==> config.mk <==
export PLATFORM = sky130hd
export DESIGN_NAME = llitem_fetch
export DESIGN_NICKNAME = d
export VERILOG_FILES = /design/src/rtl/llf_pkg.sv /design/src/rtl/llf_pick.sv /design/src/rtl/llf_addr.sv /design/src/rtl/llf_sticky.sv /design/src/rtl/llitem_fetch.sv
export SDC_FILE = /design/constraint.sdc
export NUM_CORES = 1
export LEC_CHECK = 0
export ABC_AREA = 1
export BUFFER_PORTS_ARGS = -buffer_cell sky130_fd_sc_hd__buf_2
export CAP_MARGIN = 20
export CORE_ASPECT_RATIO = 0.6
export CORE_MARGIN = 2
export CORE_UTILIZATION = 45
export DETAILED_ROUTE_END_ITERATION = 8
export MAX_ROUTING_LAYER = met4
export PLACE_DENSITY = 0.76
export SYNTH_ARGS = -nofsm -noshare
export SYNTH_HDL_FRONTEND = slang
export SYNTH_SLANG_ARGS = --single-unit
==> constraint.sdc <==
create_clock -name clk -period 4.9 [get_ports clk]
set_clock_uncertainty 0.1 [all_clocks]
set_input_delay 0.98 -clock clk [delete_from_list [all_inputs] [get_ports clk]]
set_output_delay 0.98 -clock clk [all_outputs]
set_load 0.005 [all_outputs]
==> src/rtl/llf_pkg.sv <==
package llf_pkg;
   // Number of channel registers one list item can refresh
   localparam int NREG = 6;
   // Register indices: this is also the fetch order
   localparam int IDX_CTRL1 = 0;
   localparam int IDX_CTRL2 = 1;
   localparam int IDX_BLK   = 2;
   localparam int IDX_SRC   = 3;
   localparam int IDX_DST   = 4;
   localparam int IDX_LINK  = 5;

   typedef enum logic {
      ST_IDLE = 1'b0,
      ST_READ = 1'b1
   } llf_state_e;
endpackage

==> src/rtl/llf_pick.sv <==
// Lowest set bit finder: selects the next register to read.
module llf_pick #(
   parameter int N  = 6,
   parameter int IW = $clog2(N)
) (
   input  logic [N-1:0]  mask,
   output logic [IW-1:0] idx,
   output logic          any
);
   always_comb begin
      idx = '0;
      for (int i = N - 1; i >= 0; i--) begin
         if (mask[i]) idx = IW'(i);
      end
   end

   assign any = |mask;
endmodule

==> src/rtl/llf_addr.sv <==
// Item read address: loaded from base and offset, stepped by one word.
module llf_addr #(
   parameter int ADDR_W     = 32,
   parameter int OFS_W      = 16,
   parameter int WORD_BYTES = 4,
   localparam int LSB       = $clog2(WORD_BYTES),
   localparam int BASE_W    = ADDR_W - OFS_W
) (
   input  logic                 clk,
   input  logic                 rst_n,
   input  logic                 load,
   input  logic [BASE_W-1:0]    base,
   input  logic [OFS_W-LSB-1:0] ofs_word,
   input  logic                 step,
   output logic [ADDR_W-1:0]    addr
);
   logic [ADDR_W-1:0] addr_q;

   always_ff @(posedge clk or negedge rst_n) begin
      if (!rst_n) begin
         addr_q <= '0;
      end else if (load) begin
         addr_q <= {base, ofs_word, {LSB{1'b0}}};
      end else if (step) begin
         addr_q <= addr_q + ADDR_W'(WORD_BYTES);
      end
   end

   assign addr = addr_q;
endmodule

==> src/rtl/llf_sticky.sv <==
// Sticky flag: set wins over clear.
module llf_sticky (
   input  logic clk,
   input  logic rst_n,
   input  logic set,
   input  logic clr,
   output logic flag
);
   logic flag_q;

   always_ff @(posedge clk or negedge rst_n) begin
      if (!rst_n)    flag_q <= 1'b0;
      else if (set)  flag_q <= 1'b1;
      else if (clr)  flag_q <= 1'b0;
   end

   assign flag = flag_q;

   AST_ERR_HOLDS: assert property (@(posedge clk) disable iff (!rst_n)
      flag && !clr |=> flag);
endmodule

==> src/rtl/llitem_fetch.sv <==
module llitem_fetch
   import llf_pkg::*;
#(
   parameter int ADDR_W      = 32,
   parameter int OFS_W       = 16,
   parameter int DATA_W      = 32,
   parameter int LINK_W      = 32,
   parameter int MASK_LSB    = 16,
   parameter int WORD_BYTES  = 4,
   parameter bit RESTORE_BLK = 1'b1,
   localparam int BASE_W     = ADDR_W - OFS_W,
   localparam int LSB        = $clog2(WORD_BYTES),
   localparam int IW         = $clog2(NREG)
) (
   input  logic              clk,
   input  logic              rst_n,
   input  logic              xfer_done,
   input  logic [LINK_W-1:0] link_word,
   input  logic [BASE_W-1:0] base_hi,
   input  logic [DATA_W-1:0] blk_prog,
   input  logic              err_clr,
   output logic              rd_req,
   output logic [ADDR_W-1:0] rd_addr,
   input  logic              rsp_valid,
   input  logic              rsp_err,
   input  logic [DATA_W-1:0] rsp_data,
   output logic [NREG-1:0]   ld_en,
   output logic [DATA_W-1:0] ld_data,
   output logic              xfer_start,
   output logic              chan_done,
   output logic              fetch_busy,
   output logic              err_flag
);
   localparam logic [NREG-1:0]   BLK_BIT   = NREG'(1) << IDX_BLK;
   localparam logic [LINK_W-1:0] USED_BITS =
      ((LINK_W'(1) << NREG) - LINK_W'(1)) << MASK_LSB
      | (((LINK_W'(1) << OFS_W) - LINK_W'(1)) & ~((LINK_W'(1) << LSB) - LINK_W'(1)));

   // Elaboration-time parameter checks
   if (OFS_W <= LSB || OFS_W > LINK_W) begin : g_bad_ofs
      $error("llitem_fetch: OFS_W out of range");
   end
   if (MASK_LSB < OFS_W || MASK_LSB + NREG > LINK_W) begin : g_bad_mask
      $error("llitem_fetch: enable field does not fit the link word");
   end
   if (ADDR_W <= OFS_W) begin : g_bad_addr
      $error("llitem_fetch: ADDR_W must exceed OFS_W");
   end
   if (WORD_BYTES != (1 << LSB)) begin : g_bad_word
      $error("llitem_fetch: WORD_BYTES must be a power of two");
   end

   // Decode of the link word presented at acceptance
   logic [NREG-1:0]      in_mask;
   logic [OFS_W-LSB-1:0] in_ofs_word;
   logic                 in_end;
   logic                 unused_link;

   assign in_mask     = link_word[MASK_LSB +: NREG];
   assign in_ofs_word = link_word[OFS_W-1:LSB];
   assign in_end      = (in_mask == '0) && (in_ofs_word == '0);
   assign unused_link = ^(link_word & ~USED_BITS);

   // Variant: restore the block register when the item skips it
   logic restore_want;
   if (RESTORE_BLK) begin : g_restore
      assign restore_want = ~in_mask[IDX_BLK];
   end else begin : g_keep
      assign restore_want = 1'b0;
   end

   // State
   llf_state_e        state_q;
   logic [NREG-1:0]   mask_q;
   logic [NREG-1:0]   ld_en_q;
   logic [DATA_W-1:0] ld_data_q;
   logic              start_q;
   logic              start_pend_q;
   logic              done_q;

   logic              accept;
   logic              rsp_ok;
   logic              rsp_bad;
   logic [IW-1:0]     cur_idx;
   logic              cur_any;
   logic [NREG-1:0]   cur_bit;
   logic [NREG-1:0]   rest_mask;

   assign accept    = (state_q == ST_IDLE) && xfer_done;
   assign rsp_ok    = (state_q == ST_READ) && rsp_valid && !rsp_err;
   assign rsp_bad   = (state_q == ST_READ) && rsp_valid && rsp_err;
   assign cur_bit   = NREG'(1) << cur_idx;
   assign rest_mask = mask_q & ~cur_bit;

   llf_pick #(
      .N  (NREG),
      .IW (IW)
   ) u_pick (
      .mask (mask_q),
      .idx  (cur_idx),
      .any  (cur_any)
   );

   llf_addr #(
      .ADDR_W     (ADDR_W),
      .OFS_W      (OFS_W),
      .WORD_BYTES (WORD_BYTES)
   ) u_addr (
      .clk      (clk),
      .rst_n    (rst_n),
      .load     (accept && (in_mask != '0)),
      .base     (base_hi),
      .ofs_word (in_ofs_word),
      .step     (rsp_ok),
      .addr     (rd_addr)
   );

   llf_sticky u_err (
      .clk   (clk),
      .rst_n (rst_n),
      .set   (rsp_bad),
      .clr   (err_clr),
      .flag  (err_flag)
   );

   always_ff @(posedge clk or negedge rst_n) begin
      if (!rst_n) begin
         state_q      <= ST_IDLE;
         mask_q       <= '0;
         ld_en_q      <= '0;
         ld_data_q    <= '0;
         start_q      <= 1'b0;
         start_pend_q <= 1'b0;
         done_q       <= 1'b0;
      end else begin
         ld_en_q      <= '0;
         start_q      <= start_pend_q;
         start_pend_q <= 1'b0;
         done_q       <= 1'b0;
         unique case (state_q)
            ST_IDLE: begin
               if (accept) begin
                  if (in_end) begin
                     done_q <= 1'b1;
                  end else if (in_mask == '0) begin
                     start_q <= 1'b1;
                  end else begin
                     state_q <= ST_READ;
                     mask_q  <= in_mask;
                     if (restore_want) begin
                        ld_en_q   <= BLK_BIT;
                        ld_data_q <= blk_prog;
                     end
                  end
               end
            end
            ST_READ: begin
               if (rsp_bad) begin
                  state_q <= ST_IDLE;
                  mask_q  <= '0;
               end else if (rsp_ok && cur_any) begin
                  ld_en_q   <= cur_bit;
                  ld_data_q <= rsp_data;
                  mask_q    <= rest_mask;
                  if (rest_mask == '0) begin
                     state_q      <= ST_IDLE;
                     start_pend_q <= 1'b1;
                  end
               end
            end
            default: state_q <= ST_IDLE;
         endcase
      end
   end

   assign rd_req     = (state_q == ST_READ);
   assign fetch_busy = (state_q == ST_READ);
   assign ld_en      = ld_en_q;
   assign ld_data    = ld_data_q;
   assign xfer_start = start_q;
   assign chan_done  = done_q;

   // Assertions
   AST_DONE_QUIET: assert property (@(posedge clk) disable iff (!rst_n)
      chan_done |-> !fetch_busy && (ld_en == '0) && !xfer_start);
   AST_ADDR_STEP: assert property (@(posedge clk) disable iff (!rst_n)
      fetch_busy && $past(fetch_busy) && $past(rsp_valid)
      |-> rd_addr == $past(rd_addr) + ADDR_W'(WORD_BYTES));
   AST_LD_ONEHOT: assert property (@(posedge clk) disable iff (!rst_n)
      $onehot0(ld_en));
   AST_LD_SOURCE: assert property (@(posedge clk) disable iff (!rst_n)
      ((ld_en & ~BLK_BIT) != '0) |-> $past(fetch_busy && rsp_valid && !rsp_err));
   AST_START_IDLE: assert property (@(posedge clk) disable iff (!rst_n)
      xfer_start |-> !fetch_busy);
   AST_ERR_CAUSE: assert property (@(posedge clk) disable iff (!rst_n)
      $rose(err_flag) |-> $past(rsp_valid && rsp_err) && !xfer_start);
   AST_ADDR_HOLD: assert property (@(posedge clk) disable iff (!rst_n)
      fetch_busy && $past(fetch_busy) && !$past(rsp_valid) |-> $stable(rd_addr));
endmodule

; Yosys cells after proc, flatten, opt, wreduce, memory -nomap -nowiden
; Cells that the tools add are included.
[totals]
regBits = 81
input_bits = 118
output_inout_bits = 75
elab_cells = 86
[op_classes]
add_sub_neg = 1
eq_ne = 7
shifts = 1
muxes = 48
bitwise = 3
reduce_logical = 17
[op_table]
columns = op, n
row1 = $mux W32, 8
row2 = $pmux W32 S2, 1
row3 = $mux W6, 7
row4 = $add A32 B3 Y32 const B, 1
row5 = $mux W3, 10
row6 = $pmux W6 S2, 2
row7 = $mux W1, 19
row8 = $logic_not A14 Y1, 1
row9 = $logic_not A6 Y1, 2
row10 = $ne A2 B2 Y1 const B, 5
row11 = $logic_and A1 B1 Y1, 7
row12 = $and A6 B6 Y6, 1
row13 = $not A6 Y6, 1
row14 = $reduce_and A6 Y1, 1
row15 = $reduce_bool A6 Y1, 1
row16 = $reduce_or A6 Y1, 1
row17 = $shl A1 B3 Y6 const A, 1
row18 = $reduce_and A4 Y1, 1
row19 = $reduce_bool A2 Y1, 2
row20 = $ne A3 B1 Y1 const B, 1
row21 = $ne A2 B1 Y1 const B, 1
row22 = $pmux W1 S2, 1
row23 = $logic_not A1 Y1, 1
row24 = $not A1 Y1, 1

; Depth between registers and ports, before layout
; Gate-level depths: netlist (run 1).
[logic_depth]
ltp_word = 14
ltp_mapped = 12

; By module
; Synthesis (run 1) repeated with hierarchy kept, for this count alone.
[hier_totals]
cells_unflattened = 589
area_unflattened_um2 = 4804.6
[by_module_without_submodules]
columns = module, n_inst, cells_per_inst, area_per_inst_um2, seq_area_each_um2
row1 = llitem_fetch, 1, 258, 2553.7, 1201.2
row2 = llf_addr, 1, 311, 2138.3, 750.7
row3 = llf_pick, 1, 15, 72.6, 0.0
row4 = llf_sticky, 1, 5, 40.0, 25.0

; Least setup slack after synthesis (run 1)
; OpenSTA, ideal clock, no wires.
[synth_path]
kind = input to register
startpoint = in rsp_err
endpoint = reg ld_data_q[0] (netlist: ld_data[0])
setup_time_ps = 117
t_arrival_ps = 2103
slack_ps = 2581
stages = 7
n_path_buf = 1
cell_sequence = nor3_4 > nand2_2 > a211oi_2 > nand2_1 > buf_2 > nand2_1 > nand2_1
[synth_via]
elab_chain_len = 5
elab_cells_between_ends = 7
cone_classes = 2 x eq/ne / 5 x reduce/logical
[synth_rtl]
columns = item, line
row1 = from (decl), llitem_fetch.sv:25  ; input logic rsp_err,
row2 = $logic_not A1 Y1, llitem_fetch.sv:90  ; assign rsp_ok = (state_q == ST_READ) && rsp_valid && !rsp_err;
row3 = $logic_and A1 B1 Y1, llitem_fetch.sv:90
row4 = $logic_and A1 B1 Y1, llitem_fetch.sv:161  ; end else if (rsp_ok && cur_any) begin
row5 = $ne A2 B1 Y1 (no source line), --
row6 = $reduce_and A6 Y1 (no source line) (*), --
row7 = to (signal assigned), llitem_fetch.sv:152  ; ld_data_q <= blk_prog;
row8 = to (signal assigned), llitem_fetch.sv:163  ; ld_data_q <= rsp_data;
row9 = to (decl), llitem_fetch.sv:76  ; logic [DATA_W-1:0] ld_data_q;
; Every way passes the cells marked *; elsewhere a longest branch is shown, timed or not.
; A chain may end at the register's enable or synchronous reset.

; Worst setup path after layout (run 1)
[layout_path]
startpoint = reg state_q (netlist: fetch_busy)
endpoint = reg ld_data_q[19] (netlist: ld_data[19])
[layout_via]
elab_chain_len = 5
elab_cells_between_ends = 14
cone_classes = 6 x eq/ne / 1 x mux / 1 x bitwise / 6 x reduce/logical
[layout_rtl]
columns = item, line
row1 = from (decl), llitem_fetch.sv:73  ; llf_state_e state_q;
row2 = from (signal assigned), llitem_fetch.sv:128  ; state_q <= ST_IDLE;
row3 = from (signal assigned), llitem_fetch.sv:148  ; state_q <= ST_READ;
row4 = from (signal assigned), llitem_fetch.sv:159  ; state_q <= ST_IDLE;
row5 = $logic_and A1 B1 Y1, "llitem_fetch.sv:90, llitem_fetch.sv:91"
row6 = $logic_and A1 B1 Y1, llitem_fetch.sv:90
row7 = $logic_and A1 B1 Y1, llitem_fetch.sv:161
row8 = $ne A2 B1 Y1 (no source line), --
row9 = $reduce_and A6 Y1 (no source line), --
; Parallel ways exist; a longest one is shown, timed or not.

==> metrics.txt, run 1 <==
outcome completed; die area 10900 sq um; Synth area leaders dfrtp_1 44%, nand2_1 24%, nand3_1 6.6%, inv_1 4.6%, nor2_1 3.9%; Synth Instances 657; Core ar. 9810 sq um; min-delay worst type register to register; Comb power frac 46.9%; post-CTS sizing 0; global-route wire length before repair 21.1 mm; flops & latches, synth 79; total grt overflow 0; Total Neg Setup Slack 0 ns; clk buf depth 2; Post-DP Area 5520 sq um; largest net degree at the start of global routing 80; final net count 946; Final Wtd Congestion 0.962; CTS tree done; crit path cell chain buf_4 > inv_2 > nand2_1 > nand2_1 > inv_1 > nand2_1 > buf_16 > nand2_1 > nand2_1; Switch Pwr 1480 uW; commonest non-fill, non-tap cell in the layout nand2_1; Final Hold Violating Endpoints 0; Synth top area share 43.6%; layer with the highest usage met2; crit start category register; wire per inst 13.9 um; Pint 1880 uW; GR Util met3 4.26%; most frequent cells in the layout 286 x nand2_1, 177 x buf_2, 79 x dfrtp_1, 60 x nand3_1, 56 x inv_1; Async SR Flop Fraction 100%; # Post-CTS Setup Buffers 0; DR vias/cell 5.08; worst-margin pin slew 0.995 ns; final period utilization 64.6%; # fillers 941; crit-path max FO 42; ANT nets after route 0; crit end category register; root buf cell clkbuf_16; Pins Over Slew Limit 0; H-tree depth 3; Layout area overhead 29.0%; Setup CP Type register to register; Top Ports 193; Worst-path clk slew 0.06 ns; Antenna Cells 0; antenna violations before repair 0; synth warn 0; Cell variety after synth 32; met2 usage 37.2%; drt drc 0; row count 28; Initial Util 46.2%; Slew HR 33.6%; dpl hpwl 10.1 mm; layout cell share with drive strength beyond 1 24.6%; Worst EP required 5.01 ns; vias 4915; Seq/Total Area, Yosys 43.6%; drt pass-1 iters 5; GRT Util Overall 25.3%; Iteration-0 DRC Markers 437; CP peak stage delay 0.73 ns; FMAX 316 MHz; CTS Buf Count 9; Final setup viols 0; post-layout min period 3.17 ns; routed wire length 13.4 mm; leakage 0.00322 uW; Synth Flop Type dfrtp_1; Die Span Y 81.7 um; Post-synth EDFFs 0; met1 Resource Use GR 36.9%; cts hold-fix bufs 0; Clock Sinks 79; number of I/O port buffers 178; final instance area 5850 sq um; Die Wd 134 um; Worst path most repeated cell nand2_1; PwrDens 575 nW/um^2; Flop pwr share 35.2%; Crit-path slowest cell inv_1; Worst Path Arrival 3.28 ns; leading area contributor after synthesis dfrtp_1; Max IR drop VDD 243 uV; Worst-Skew Late Latency 0.33 ns; Syn Area/Cell 6.90 sq um; MaxCap Viol Count 0; Clk pwr share 17.9%; fin util 59.6%; Mapped Area 4530 sq um; RSZ-0062 raised after global routing false; vias in the first global route 4335; switch share 44.0%
-- synth_stat cells (all sizes together) (2+ instances only) --
cell type	count
nand3b	2
buf	12
clkbuf	15
nor4	2
a21oi	7
nor2	47
xnor2	2
o21bai	2
xor2	15
o221ai	6
o21ai	23
nand4	7
nand2	287
nor3	17
dfrtp	79
nand3	60
inv	57
o211ai	8
-- path summary, 6_finish.rpt --
path	depth (start not counted)	from	end	slack [ns]
max in group asynchronous	2	rst_n	u_addr.addr[11]	3.65
setup reg to reg	9	fetch_busy	ld_data[19]	1.73
hold / removal	1	start_pend_q	xfer_start	0.34
hold reg to reg	1	start_pend_q	xfer_start	0.34
min in group asynchronous	1	rst_n	u_addr.addr[31]	0.47
setup / recovery	9	fetch_busy	ld_data[19]	1.73
-- per-stage QoR --
stage	hold slack, ns	worst slack, ns	std cells	power [uW]
final	0.341	1.73	967	3360
after global routing	0.356	1.51	967	3650
after CTS	0.343	1.32	965	3340
after detailed placement	0.330	1.10	949	2720
after global placement	0.329	1.22	949	2650
after floorplan	0.317	2.58	658	2120
-- metal layers --
| metal | vias to the layer above | routed length (um) |
|---|---|---|
| met5 | - | 0 |
| met4 | 0 | 136 |
| met3 | 16 | 1070 |
| met2 | 211 | 5930 |
| met1 | 2268 | 6300 |
| li1 | 2420 | - |
-- layout make-up --
cell class / count / area (sq um) / area share [%]
clock buffer: 11 / 233 / 3.98
clock inverter: 5 / 35.0 / 0.599
inverter: 58 / 218 / 3.72
multi-input combinational: 494 / 2230 / 38.1
sequential: 79 / 1980 / 33.8
tap: 135 / 169 / 2.89
timing repair buffer: 185 / 986 / 16.9
-- registers in the layout, indices dropped and copies added, names as in the netlist --
register,flops
chan_done,1
fetch_busy,1
ld_data,32
ld_en,6
mask_q,6
start_pend_q,1
u_addr.addr,30
u_err.flag,1
xfer_start,1
-- critical path, delay by kind of cell (launching register included) --
family / cells / cell delay [ns]
DFF: 1 / 0.32
and+or+nand+nor: 5 / 0.81
buffers and inverters: 4 / 1.80
-- cells by family (layout without fill, tap and decap cells) --
| family | after synthesis | after routing | synth area share, % |
|---|---|---|---|
| other | 1 | 2 | 0.0827 |
| DFF | 79 | 79 | 43.6 |
| adders and majority gates | 1 | 1 | 0.276 |
| xor gates and xnor gates | 17 | 17 | 3.29 |
| and+or+nand+nor | 423 | 423 | 38.2 |
| buffers and inverters | 85 | 259 | 7.45 |
| AOI/OAI and AO/OA | 51 | 51 | 7.10 |
-- power by group through the flow --
stage	combinational, uW	sequential (uW)	clock (uW)
5_1_grt	1780	1220	651
6_report	1580	1180	602
3_5_place_dp	1540	1180	0
2_1_floorplan	954	1170	0
4_1_cts	1540	1180	620
3_3_place_gp	1480	1170	0
Power figures use the tool's default switching activity.
==> inputs of run 2 (changes only) <==
--- a/config.mk
+++ b/config.mk
@@ -10,10 +10,10 @@
 export CAP_MARGIN = 20
 export CORE_ASPECT_RATIO = 0.6
 export CORE_MARGIN = 2
-export CORE_UTILIZATION = 45
+export CORE_UTILIZATION = 44
 export DETAILED_ROUTE_END_ITERATION = 8
 export MAX_ROUTING_LAYER = met4
-export PLACE_DENSITY = 0.76
+export PLACE_DENSITY = 0.78
 export SYNTH_ARGS = -nofsm -noshare
 export SYNTH_HDL_FRONTEND = slang
 export SYNTH_SLANG_ARGS = --single-unit
==> constraint.sdc (replaced) <==
create_clock -name clk -period 2.7 [get_ports clk]
set_clock_uncertainty 0.1 [all_clocks]
set_input_delay 0.54 -clock clk [delete_from_list [all_inputs] [get_ports clk]]
set_output_delay 0.54 -clock clk [all_outputs]
set_load 0.005 [all_outputs]
==> run 2 against run 1 <==
Global-route usage decreased by 0.18 points. Power grew 84%. Maximum frequency increased by 41%.
==> metrics.txt, run 2 (same netlist as run 1, synthesis figures left out) <==
routed wire length 13.3 mm (-0.79%); Slew HR 55.6% (+22 points); GRT Util Overall 25.1% (-0.18 points); ANT nets after route 0 (unchanged); Antenna Cells 0 (unchanged); layout cell share with drive strength beyond 1 25.1% (+0.48 points); total grt overflow 0 (unchanged); vias in the first global route 4086 (-5.7%); worst-margin pin slew 0.661 ns (-0.334 ns); # fillers 983 (+4.5%); Die Span Y 82.6 um (+1.1%); Core ar. 9950 sq um (+1.4%); Worst Path Arrival 2.35 ns (-0.93 ns); row count 28 (unchanged); Iteration-0 DRC Markers 523 (+20%); PwrDens 1050 nW/um^2 (+83%); CTS Buf Count 9 (unchanged); min-delay worst type input pin to asynchronous set/reset pin; Final setup viols 0 (unchanged); final net count 951 (+0.53%); final instance area 5870 sq um (+0.49%); H-tree depth 3 (unchanged); outcome completed; Post-DP Area 5580 sq um (+0.95%); MaxCap Viol Count 0 (unchanged); Final Wtd Congestion 0.978 (+1.7%); Top Ports 193 (unchanged); wire per inst 13.7 um (-1.2%); CP peak stage delay 0.46 ns (-0.27 ns); Crit-path slowest cell dfrtp_1; Setup CP Type register to register; crit start category register; Worst EP required 2.81 ns (-2.20 ns); CTS tree done; commonest non-fill, non-tap cell in the layout nand2_1; crit-path max FO 7 (-83%); max reg flops 32 (unchanged); Clock Sinks 79 (unchanged); root buf cell clkbuf_16; Layout area overhead 29.6%; number of I/O port buffers 178 (unchanged); FMAX 447 MHz (+41%); die area 11200 sq um (+2.2%); clk buf depth 2 (unchanged); final period utilization 82.9% (+18 points); most frequent cells in the layout 286 x nand2_1, 177 x buf_2, 79 x dfrtp_1, 60 x nand3_1, 56 x inv_1; drt drc 0 (unchanged); cts hold-fix bufs 0 (unchanged); global-route wire length before repair 21.0 mm (-0.78%); crit end category register; post-layout min period 2.24 ns (-0.927 ns); Worst-path clk slew 0.06 ns (about the same); vias 4800 (-2.3%); antenna violations before repair 0 (unchanged); dpl hpwl 10.2 mm (+1.2%); Worst path most repeated cell nand3_1; cells on worst reg2reg path 9 (unchanged); largest net degree at the start of global routing 50 (-38%); Die Wd 135 um (+1.1%); leakage 0.00325 uW (+1.1%); Worst-Skew Late Latency 0.33 ns (about the same); Final Hold Violating Endpoints 0 (unchanged); drt pass-1 iters 5 (unchanged); post-CTS sizing 0 (unchanged); Pins Over Slew Limit 0 (unchanged); Initial Util 45.5% (-0.65 points); # Post-CTS Setup Buffers 0 (unchanged); DR vias/cell 4.94 (-2.7%); Max IR drop VDD 416 uV (+71%); crit path cell chain ha_1 > nand3_1 > nor2_1 > nand3_1 > nor2_1 > nand2_1 > xor2_1 > nand2_1 > nand3_1; Total Neg Setup Slack 0 ns (unchanged); RSZ-0062 raised after global routing false
==> run 2: stage by stage <==
| stage | hold WS [ns] | cells | util (%) | setup slack (ns) | total power, uW |
|---|---|---|---|---|---|
| floorplan | 0.144 | 658 | - | 0.821 | 3860 |
| CTS | 0.150 | 971 | 59.0 | 0.507 | 6190 |
| global placement | 0.327 | 956 | 56.0 | 0.484 | 4910 |
| detailed placement | 0.353 | 956 | 56.0 | 0.464 | 4960 |
| global route | 0.179 | 971 | 59.0 | 0.221 | 6730 |
| finish | 0.139 | 971 | 59.0 | 0.462 | 6180 |
==> run 2: where the power goes <==
part / leakage (uW) / switching [uW] / internal [uW] / total [uW]
clock: 0.000145 / 447 / 760 / 1210
sequential: 0.000995 / 487 / 1700 / 2180
combinational: 0.00212 / 1710 / 1080 / 2790
==> run 2: area by class of cell <==
cell class	instances	area (sq um)	share of cell area [%]
multi-input combinational	494	2230	37.9
sequential	79	1980	33.7
timing repair buffer	190	983	16.7
clock buffer	12	256	4.37
inverter	58	218	3.71
tap	135	169	2.88
clock inverter	3	42.5	0.724
==> run 2: final timing paths <==
kind	start	to	slack, ns
min in group clk	base_hi[2]	u_addr.addr[18]	0.31
max in group asynchronous	rst_n	ld_data[7]	1.64
hold reg to reg	ld_data[8]	ld_data[8]	0.36
setup reg to reg	u_addr.addr[2]	u_addr.addr[22]	0.46
hold / removal	rst_n	u_addr.addr[23]	0.14
setup / recovery	u_addr.addr[2]	u_addr.addr[22]	0.46
==> run 2: worst max-delay path: cells and delay by family (launching register included) <==
family | cells | cell delay (ns)
xor+xnor | 1 | 0.19
flops | 1 | 0.46
fa+ha+maj | 1 | 0.20
simple gates | 7 | 1.18
==> run 2: per-layer routing <==
layer / track usage [%] / vias up / part of all wire (%)
li1: - / 2428 / -
met1: 38.5 / 2160 / 50
met2: 32.7 / 204 / 41
met3: 6.53 / 8 / 8.6
met4: 4.48 / 0 / 0.29
met5: - / - / 0
==> inputs of run 3 (changes only) <==
--- a/config.mk
+++ b/config.mk
@@ -10,10 +10,10 @@
 export CAP_MARGIN = 20
 export CORE_ASPECT_RATIO = 0.6
 export CORE_MARGIN = 2
-export CORE_UTILIZATION = 44
+export CORE_UTILIZATION = 45
 export DETAILED_ROUTE_END_ITERATION = 8
 export MAX_ROUTING_LAYER = met4
-export PLACE_DENSITY = 0.78
+export PLACE_DENSITY = 0.76
 export SYNTH_ARGS = -nofsm -noshare
 export SYNTH_HDL_FRONTEND = slang
 export SYNTH_SLANG_ARGS = --single-unit
==> constraint.sdc (replaced) <==
create_clock -name clk -period 2.2 [get_ports clk]
set_clock_uncertainty 0.1 [all_clocks]
set_input_delay 0.44 -clock clk [delete_from_list [all_inputs] [get_ports clk]]
set_output_delay 0.44 -clock clk [all_outputs]
set_load 0.005 [all_outputs]
==> run 3 against run 2 <==
Clock-buffer cell count fell by 2. Critical path depth decreased by 1. Critical endpoint is now u_addr.addr[30]. Power increased by 25%. Worst setup slack lost 0.26 ns. Largest cell class unchanged. Register-to-register slack worse by 0.26 ns. Highest routed layer unchanged. Via count rose by 4.7%.
==> metrics.txt, run 3 (same netlist as run 1, synthesis figures left out) <==
Worst Path Arrival 2.12 ns (-0.23 ns); # fillers 951 (-3.3%); global-route wire length before repair 21.6 mm (+3.0%); leakage 0.00333 uW (+2.3%); layout cell share with drive strength beyond 1 26.5% (+1.4 points); uppermost layer routed met4; Core ar. 9810 sq um (-1.4%); vias 5025 (+4.7%); Flop pwr share 33.9% (-1.4 points); Total Neg Setup Slack 0 ns (unchanged); worst-margin pin slew 0.590 ns (-0.0706 ns); CTS Buf Count 9 (unchanged); Iteration-0 DRC Markers 426 (-19%); MaxCap Viol Count 0 (unchanged); hold path start err_clr; metal2 WL 5.99 mm (+9.5%); # Post-CTS Setup Buffers 0 (unchanged); DR vias/cell 5.11 (+3.3%); root buf cell clkbuf_16; Setup CP Type register to register; crit-path max FO 4 (-3); antenna violations before repair 0 (unchanged); max reg flops 32 (unchanged); GRT Util Overall 26.1% (+1.0 points); Pint 4410 uW (+25%); post-layout min period 2.00 ns (-0.238 ns); PwrDens 1290 nW/um^2 (+23%); Pins Over Slew Limit 0 (unchanged); row count 28 (unchanged); Crit. Startpoint u_addr.addr[3]; drt drc 0 (unchanged); multi-input gate area in the final layout 2240 sq um (+0.45%); vias in the first global route 4367 (+6.9%); Initial Util 46.2% (+0.65 points); Comb power frac 46.4% (+1.2 points); die area 10900 sq um (-2.1%); largest net degree at the start of global routing 49 (-2.0%); Met1 Routed Length 6.44 mm (-3.5%); FF-to-FF Start u_addr.addr[3]; CTS tree done; H-tree depth 3 (unchanged); Die Span Y 81.7 um (-1.1%); crit end category register; Slew HR 60.2% (+4.6 points); Switch Pwr 3340 uW (+26%); Final setup viols 0 (unchanged); Layout area overhead 32.6%; Worst-path clk slew 0.06 ns (about the same); routed wire length 13.7 mm (+3.1%); crit start category register; Final Wtd Congestion 0.974 (-0.38%); Max IR drop VDD 675 uV (+62%); final period utilization 90.9% (+8.0 points); Clk pwr share 19.7% (+0.2 points); final net count 963 (+1.3%); Worst-Skew Late Latency 0.34 ns (about the same); Top Ports 193 (unchanged); most frequent cells in the layout 286 x nand2_1, 177 x buf_2, 79 x dfrtp_1, 60 x nand3_1, 56 x inv_1; ANT nets after route 0 (unchanged); total grt overflow 0 (unchanged); RSZ-0062 raised after global routing false; switch share 43.1% (+0.30 points); Die Wd 134 um (-1.1%); drt pass-1 iters 5 (unchanged); Antenna Cells 0 (unchanged); commonest non-fill, non-tap cell in the layout nand2_1; outcome completed; dpl hpwl 10.6 mm (+3.7%); min-delay worst type input pin to register; number of I/O port buffers 178 (unchanged); clk buf depth 2 (unchanged); Final Hold Violating Endpoints 0 (unchanged); met3 WL 1.17 mm (+1.9%); Worst EP required 2.32 ns (-0.49 ns); wire per inst 14.0 um (+1.7%); Clock Sinks 79 (unchanged); FMAX 500 MHz (+12%); fin cells 984 (+1.3%); dpl cells 967 (+1.2%); FF/Latch Area 1980 sq um (unchanged)
[run 3: changes by cell type in the layout (fill, tap and decap cells not counted), sizes merged]
cell,delta
inv,+1
clkinv,+2
dlygate4sd3,+1
buf,+11
clkbuf,-2
[run 3: power by group through the flow]
stage	Sequential, uW	Clock, uW	Combinational [uW]
2_1_floorplan	2610	0	2120
3_3_place_gp	2610	0	3450
3_5_place_dp	2630	0	3570
4_1_cts	2610	1540	3590
5_1_grt	2710	1610	4060
6_report	2630	1520	3600
[run 3: what timing repair did]
action	4_1_cts	5_1_grt
endpoints found under the hold margin	31	0
endpoints found under the setup margin	0	3
gates resized for setup	0	2
hold buffers	1	0
[run 3: final timing paths]
path / end / slack [ns] / cells past startpoint
min: u_err.flag / 0.22 / 2
min in group asynchronous: ld_data[27] / 0.52 / 2
max reg2reg: u_addr.addr[30] / 0.20 / 8
max: u_addr.addr[30] / 0.20 / 8
min reg2reg: xfer_start / 0.35 / 1
max in group asynchronous: ld_data[15] / 0.87 / 3
[run 3: critical path: stages (launching register included)]
cell and delay [ns]:
dfrtp_1 0.41, ha_1 0.19, nand3_1 0.18, nor3_2 0.25
nand2_1 0.14, nor2_1 0.31, nand4_1 0.13, nand3_1 0.11
nand3_1 0.07
[run 3: metrics by stage]
stage	hold WS [ns]	worst slack, ns	cell area (sq um)	power, uW	util (%)
6_report	0.221	0.199	6010	7750	61.3
5_1_grt	0.228	0.0696	6010	8380	61.3
4_1_cts	0.215	0.151	6000	7740	61.2
3_5_place_dp	0.305	0.155	5680	6200	57.9
3_3_place_gp	0.296	0.197	5680	6060	57.9
2_1_floorplan	0.0444	0.371	4540	4730	-
[run 3: layout make-up]
cell class                      count  share of cell area [%]
Multi-Input combinational cell    494                    37.2
Sequential cell                    79                    32.9
Timing Repair Buffer              202                    18.3
Clock buffer                       10                    3.98
Inverter                           58                    3.62
Tap cell                          135                    2.81
Clock inverter                      6                    1.14
[run 3: routing by layer]
metal	vias up	global-route usage, %
li1	2460	-
met1	2302	37.0
met2	242	38.9
met3	21	5.37
met4	0	5.21
met5	-	-
